### config.mk
export PLATFORM = sky130hd
export DESIGN_NAME = pix_mux_serializer
export DESIGN_NICKNAME = d
export VERILOG_FILES = /design/src/rtl/pixser_pkg.sv /design/src/rtl/pixser_ctrl.sv /design/src/rtl/pixser_datapath.sv /design/src/rtl/pix_mux_serializer.sv
export SDC_FILE = /design/constraint.sdc
export NUM_CORES = 1
export LEC_CHECK = 0
export BUFFER_PORTS_ARGS = -buffer_cell sky130_fd_sc_hd__buf_2
export CORE_MARGIN = 8
export CORE_UTILIZATION = 36
export CTS_BUF_LIST = sky130_fd_sc_hd__clkbuf_8
export DETAILED_ROUTE_END_ITERATION = 8
export PLACE_DENSITY = 0.57
export SLEW_MARGIN = 20
export SYNTH_ARGS = -nofsm -noshare
export SYNTH_HDL_FRONTEND = slang
export SYNTH_HIERARCHICAL = 1
export SYNTH_SLANG_ARGS = --single-unit
### constraint.sdc
create_clock -name clk -period 2.04 [get_ports clk]
set_input_delay 0.102 -clock clk [delete_from_list [all_inputs] [get_ports clk]]
set_output_delay 0.102 -clock clk [all_outputs]
set_load 0.005 [all_outputs]
### src/rtl/pixser_pkg.sv
package pixser_pkg;
  localparam int IDX_W     = 8;
  localparam int PS_W      = 2;
  localparam int NUM_LANES = 4;
  localparam int LAT_1TO1  = 5;
  localparam int LAT_2TO1  = 6;
  localparam int LAT_4TO1  = 8;
  localparam int EXT_2TO1  = 2;
  localparam int EXT_4TO1  = 4;
  localparam int MAX_LAT   = LAT_4TO1 + EXT_4TO1;
  // head register supplies one cycle, delay taps supply the rest
  localparam int TAP_DEPTH = MAX_LAT - 1;
  localparam int TAP_W     = $clog2(TAP_DEPTH);
  localparam int PHASE_W   = $clog2(NUM_LANES);

  typedef struct packed {
    logic [IDX_W-1:0] idx;
    logic [PS_W-1:0]  ps;
    logic             sync;
    logic             blank;
  } pixWord_t;

  typedef struct packed {
    logic             load;
    logic [TAP_W-1:0] tap;
  } serCtrl_t;

  function automatic int ratioOf(logic [1:0] mode);
    case (mode)
      2'b00:   return 1;
      2'b01:   return 2;
      default: return 4;
    endcase
  endfunction

  function automatic int latencyOf(logic [1:0] mode, logic ext);
    case (mode)
      2'b00:   return LAT_1TO1;
      2'b01:   return ext ? LAT_2TO1 + EXT_2TO1 : LAT_2TO1;
      default: return ext ? LAT_4TO1 + EXT_4TO1 : LAT_4TO1;
    endcase
  endfunction
endpackage

### src/rtl/pixser_ctrl.sv
module pixser_ctrl
  import pixser_pkg::*;
(
  input  logic       clk,
  input  logic       rstN,
  input  logic [1:0] modeSel,
  input  logic       extLatency,
  output serCtrl_t   ctrl,
  output logic       loadOut
);
  logic [PHASE_W-1:0] phase;
  logic [TAP_W-1:0]   tapReg;
  logic               loadNow;

  assign loadNow   = (phase == '0);
  assign loadOut   = loadNow;
  assign ctrl.load = loadNow;
  assign ctrl.tap  = tapReg;

  always_ff @(posedge clk) begin
    if (!rstN) begin
      phase  <= '0;
      tapReg <= TAP_W'(LAT_1TO1 - 2);
    end else if (loadNow) begin
      phase  <= PHASE_W'(ratioOf(modeSel) - 1);
      tapReg <= TAP_W'(latencyOf(modeSel, extLatency) - 2);
    end else begin
      phase  <= phase - 1'b1;
    end
  end

  assert_period_1to1_R2: assert property (@(posedge clk) disable iff (!rstN)
    loadNow && modeSel == 2'b00 |=> loadNow);
  assert_period_2to1_R2: assert property (@(posedge clk) disable iff (!rstN)
    loadNow && modeSel == 2'b01 |=> !loadNow ##1 loadNow);
  assert_period_4to1_R2: assert property (@(posedge clk) disable iff (!rstN)
    loadNow && modeSel[1] |=> !loadNow ##1 !loadNow ##1 !loadNow ##1 loadNow);
  assert_mode_hold_R3: assert property (@(posedge clk) disable iff (!rstN)
    !loadNow |=> $stable(tapReg));
endmodule

### src/rtl/pixser_datapath.sv
module pixser_datapath
  import pixser_pkg::*;
(
  input  logic                       clk,
  input  logic                       rstN,
  input  serCtrl_t                   ctrl,
  input  logic [NUM_LANES*IDX_W-1:0] laneIdx,
  input  logic [NUM_LANES*PS_W-1:0]  lanePs,
  input  logic                       syncIn,
  input  logic                       blankIn,
  output pixWord_t                   outWord
);
  pixWord_t laneWord  [NUM_LANES];
  pixWord_t shiftReg  [NUM_LANES];
  pixWord_t delayLine [TAP_DEPTH];

  genvar g;
  generate
    for (g = 0; g < NUM_LANES; g++) begin : gLane
      assign laneWord[g].idx   = laneIdx[g*IDX_W +: IDX_W];
      assign laneWord[g].ps    = lanePs[g*PS_W +: PS_W];
      assign laneWord[g].sync  = syncIn;
      assign laneWord[g].blank = blankIn;
    end
  endgenerate

  always_ff @(posedge clk) begin
    if (!rstN) begin
      for (int i = 0; i < NUM_LANES; i++) shiftReg[i] <= '0;
    end else if (ctrl.load) begin
      for (int i = 0; i < NUM_LANES; i++) shiftReg[i] <= laneWord[i];
    end else begin
      for (int i = 0; i < NUM_LANES - 1; i++) shiftReg[i] <= shiftReg[i+1];
      shiftReg[NUM_LANES-1] <= '0;
    end
  end

  always_ff @(posedge clk) begin
    if (!rstN) begin
      for (int i = 0; i < TAP_DEPTH; i++) delayLine[i] <= '0;
    end else begin
      delayLine[0] <= shiftReg[0];
      for (int i = 1; i < TAP_DEPTH; i++) delayLine[i] <= delayLine[i-1];
    end
  end

  assign outWord = delayLine[ctrl.tap];

  assert_capture_lane_a_R1: assert property (@(posedge clk) disable iff (!rstN)
    ctrl.load |=> shiftReg[0] == $past(laneWord[0]));
  assert_flags_hold_R7: assert property (@(posedge clk) disable iff (!rstN)
    !ctrl.load |=> $stable(shiftReg[0].sync) && $stable(shiftReg[0].blank));
endmodule

### src/rtl/pix_mux_serializer.sv
module pix_mux_serializer
  import pixser_pkg::*;
(
  input  logic                       clk,
  input  logic                       rstN,
  input  logic [1:0]                 modeSel,
  input  logic                       extLatency,
  input  logic [NUM_LANES*IDX_W-1:0] laneIdx,
  input  logic [NUM_LANES*PS_W-1:0]  lanePs,
  input  logic                       syncIn,
  input  logic                       blankIn,
  output logic                       loadOut,
  output logic [IDX_W-1:0]           pixIdx,
  output logic [PS_W-1:0]            pixPs,
  output logic                       pixSync,
  output logic                       pixBlank
);
  serCtrl_t ctrl;
  pixWord_t outWord;

  pixser_ctrl uCtrl (
    .clk(clk), .rstN(rstN), .modeSel(modeSel), .extLatency(extLatency),
    .ctrl(ctrl), .loadOut(loadOut)
  );

  pixser_datapath uData (
    .clk(clk), .rstN(rstN), .ctrl(ctrl), .laneIdx(laneIdx), .lanePs(lanePs),
    .syncIn(syncIn), .blankIn(blankIn), .outWord(outWord)
  );

  assign pixIdx   = outWord.idx;
  assign pixPs    = outWord.ps;
  assign pixSync  = outWord.sync;
  assign pixBlank = outWord.blank;
endmodule

# Word level (Yosys, flattened, before mapping)
# Memory sizes are Yosys's and may differ from the RTL's. A register that Yosys moved wholly into a read port is not among the register bits.
# Index checks and enable logic that the tools add are counted.
totals:
  in_bits: 47
  ff_bits: 6
  mem_count: 2
  mem_bits_rw: 180
mem_list:
  columns: ["name", "depth", "width", "rd", "rd_ports_with_merged_regs", "wr", "line", "source"]
  rows:
  - ["uData.delayLine", 11, 12, 11, 1, 11, "pixser_datapath.sv:15", "pixWord_t delayLine [TAP_DEPTH];"]
  - ["uData.shiftReg", 4, 12, 4, 0, 4, "pixser_datapath.sv:14", "pixWord_t shiftReg [NUM_LANES];"]
op_classes:
  n_reduce_logical: 2
  bitwise: 19
  addsub: 3
  eq_ne: 1
  mux: 38
ops:
  columns: ["op", "n"]
  rows:
  - ["$mux W12", 19]
  - ["$mux W4", 5]
  - ["$or A1 B1 Y1", 19]
  - ["$mux W1", 8]
  - ["$pmux W4 S2", 1]
  - ["$mux W2", 3]
  - ["$logic_not A2 Y1", 2]
  - ["$pmux W2 S2", 1]
  - ["$sub A4 B3 Y4 const B", 1]
  - ["$mux W3", 1]
  - ["$eq A2 B1 Y1 const B", 1]
  - ["$sub A2 B1 Y2 const B", 1]
  - ["$sub A2 B2 Y2 const B", 1]

# Longest topological paths before layout
logic_depth:
  depth_word: 7
  mapped_depth: 7
  ltp_nobuf: 4

# By module
# The synthesis kept the hierarchy.
by_module_without_submodules:
  columns: ["module", "seq_area_each_um2", "area_each_um2", "n_inst", "cells_per_inst"]
  rows:
  - ["pixser_datapath", 3963.8, 6796.5, 1, 565]
  - ["pixser_ctrl", 120.1, 282.8, 1, 29]

# Worst setup path after synthesis
# Ideal clock, no wire load.
synth_path:
  path_kind: "reg-to-reg"
  startpoint: "reg uCtrl.phase[1]"
  endpoint: "mem uData/shiftReg[0][10] (netlist name), data pin"
  setup_ps: 256
  t_arrival_ps: 1418
  path_buffers: 3
  stages_incl_launch_ff: 8
  required_ps: 1784
  path_slack_ps: 366
  path_cell_list: "dfxtp_1 -> or2_4 -> inv_2 -> buf_4 -> clkbuf_1 -> buf_2 -> mux2i_1 -> nor2b_1"
synth_lines:
  columns: ["element", "line", "source"]
  rows:
  - ["from (decl)", "pixser_ctrl.sv:11", "logic [PHASE_W-1:0] phase;"]
  - ["from (signal assigned)", "pixser_ctrl.sv:25", "phase <= PHASE_W'(ratioOf(modeSel) - 1);"]
  - ["from (signal assigned)", "pixser_ctrl.sv:28", "phase <= phase - 1'b1;"]
  - ["to (decl)", "pixser_datapath.sv:14", null]

==> flow_metrics.py <==
metrics = {
    "run_status": {
        "outcome": "completed",
    },
    "cells_and_area": {
        "seq_area_um2": 4090,
        "design_area_um2": 8900,
        "layout_common_cells": "148 x dfxtp_1, 132 x and2_1, 58 x buf_2",
        "fin_nets": 779,
        "final_common_cell": "dfxtp_1",
        "layout-drive-gt1-share": 0.223,
        "multi_input_area_um2": 2970,
        "syn_to_final_growth_pct": 25.8,
        "fill_cells": 1862,
        "fin_cells": 1009,
        "fin_util": 0.459,
        "diodes": 0,
    },
    "floorplan": {
        "die_area_um2": 24400,
        "core_area_um2": 19400,
        "rows": 51,
        "die_x_um": 156,
        "start_util": 0.365,
        "die_h_um": 156,
        "io_pins": 60,
    },
    "synth": {
        "synth.distinct_cells": 37,
        "yosys_warnings": 6,
        "yosys.area.top_type_share": 0.424,
        "ys_seq_area_frac": 0.577,
        "syn_inst": 594,
        "yosysTopAreaCell": "dfxtp_1",
        "synth-main-ff-cell": "dfxtp_1",
        "synth_area_leaders": "dfxtp_1 42%, edfxtp_1 15%, and2_1 12%",
        "async_flop_share": 0,
        "synth_seq_cells": 186,
        "syn_area_um2": 7080,
        "postSynthAreaPerCell_um2": 11.9,
        "synth_edf_count": 36,
    },
    "routing": {
        "avgRoutedWirePerCell_um": 14.0,
        "vias": 4468,
        "antenna_left": 0,
        "drt_iter0_drc": 240,
        "vias_per_cell": 4.43,
        "drc_errors": 0,
        "first_pass_iters": 4,
        "routed_wirelength_mm": 14.1,
    },
    "timing": {
        "slew-limit-headroom": 0.527,
        "drv_slew": 0,
        "hold_viol": 0,
        "setup-violations-final": 0,
        "fin_crit_ns": 2.01,
        "layout_setup_ws_ns": 0.0283,
        "finClkSkew_ns": 0.0143,
        "hold_ws_ns": 0.0296,
        "fin_tns_setup_ns": 0,
        "fin_crit_sh": 0.986,
        "timing.fmax_ghz": 0.497,
        "rsz0062_at_grt": "true",
        "worst_pin_slew_ns": 0.708,
    },
    "power": {
        "p_switching_mw": 1.85,
        "power.density_nw_per_um2": 816,
        "clkPwrFrac": 0.330,
        "p_leak_nw": 3.94,
        "switching_share": 0.255,
        "internal-power_mw": 5.41,
        "p_comb_frac": 0.129,
        "sequentialPowerShare": 0.541,
        "finalPower_mw": 7.26,
        "peakVddDrop_mv": 0.424,
    },
    "cts": {
        "clock_path_buffers": 2,
        "numClockSinks": 186,
        "cts_tree": "done",
        "clk_latency_ns": 0.47,
        "htreeDepth": 4,
        "root_buffer": "clkbuf_8",
        "path_clk_slew_ns": 0.09,
        "cts_buffers": 17,
    },
    "run": {
        "drv_cap": 0,
    },
    "min_path": {
        "hp-class": "primary input to register",
        "hp-start": "laneIdx[16]",
    },
    "placement": {
        "port_buffers": 59,
        "place_area_um2": 7720,
        "dp_cells": 922,
        "hpwl_mm": 8.03,
        "gp_congestion": 0.767,
        "dp_slack_ns": 0.238,
    },
    "critical_path": {
        "cp-start-kind": "register",
        "r2r_slack_ns": 0.45,
        "startpoint": "uCtrl/tapReg[0]",
        "crit_slowest_cell": "dfxtp_4",
        "cp_max_fo": 6,
        "slowest_delay_ns": 0.39,
        "r2r-start": "uCtrl/phase[1]",
        "cp-end-kind": "output pin",
        "cp.arrival_ns": 1.91,
        "cp_data_required_time_ns": 1.94,
        "path_cells": "buf_8 > buf_12 > mux2_4 > o211ai_1 > o31ai_2 > buf_2",
        "crit_type": "register to output pin",
    },
    "global_routing": {
        "antenna_found_initial": 0,
        "grt_max_degree": 99,
        "grt_pass1_vias": 4466,
        "grt_pass1_wl_mm": 22.3,
        "overflow": 0,
        "grtUsageTotal": 0.115,
    },
}
power by group through the flow:
stage	sequential (mW)	clock, mW	combinational (mW)
after detailed placement	4.01	0	0.711
final	3.93	2.40	0.935
after CTS	3.93	2.48	0.801
after global placement	4.01	0	0.699
after global routing	3.94	2.65	1.02
after floorplan	4.00	0	0.529
layout make-up:
class,instances,area share
clock buffers,18,0.0278
flip-flops and latches,186,0.459
clock inverters,14,0.0150
inverters,2,0.000843
multi-input cells,398,0.333
repair buffers,126,0.126
well taps,265,0.0372
cells by family after synthesis:
group / Yosys count / synth area share
AOI/OAI and AO/OA: 62 / 0.0659
DFF: 186 / 0.577
muxes: 90 / 0.134
other: 1 / 0.000530
and+or+nand+nor: 209 / 0.184
adders and majority gates: 1 / 0.00177
buffers and inverters: 45 / 0.0373
worst max-delay path: cells and delay by family (launching register included):
| family | cells | cell delay (ns) |
|---|---|---|
| AO/OA/AOI/OAI | 2 | 0.35 |
| buffers and inverters | 3 | 0.42 |
| flip-flops | 1 | 0.39 |
| multiplexers | 1 | 0.29 |
per-layer routing:
metal	global-route usage	vias up	wire, µm
met3	0.0381	17	719
met4	0.0435	0	192
met2	0.178	82	6250
li1	-	2264	-
met5	0	-	0
met1	0.148	2105	6940
worst paths after layout:
| path | to | depth (start not counted) |
|---|---|---|
| max | pixPs[1] | 6 |
| min | uData/shiftReg[2][4] | 3 |
| max reg2reg | uData/shiftReg[1][6] | 5 |
| min reg2reg | uData/delayLine[2][8] | 1 |
sequential cells by signal, indices dropped and copies added, names as in the netlist:
signal and count:
uCtrl/tapReg 4, uData/delayLine 132, uCtrl/phase 2, uData/shiftReg 48
Yosys cell counts (2+ instances only):
cell type and n:
nand2_1 5, o31ai_1 12, mux2i_1 54, a22o_1 12
edfxtp_1 36, o211ai_1 13, clkbuf_1 25, dfxtp_1 150
buf_2 8, nor2b_1 31, and2_1 132, buf_12 2
and3_1 12, o22ai_1 12, a21boi_0 7, buf_6 6
buf_4 2, mux2_2 36, o21ai_0 2, nand2b_1 20
what timing repair did:
item / in CTS / in global routing
hold buffers: 44 / 0
buffers inserted: 0 / 3
hold endpoints to repair: 45 / 0
gates resized for setup: 8 / 26
gates cloned: 1 / 7
endpoints found under the setup margin: 12 / 11
pin swaps: 1 / 12
(Power assumes the default switching activity.)
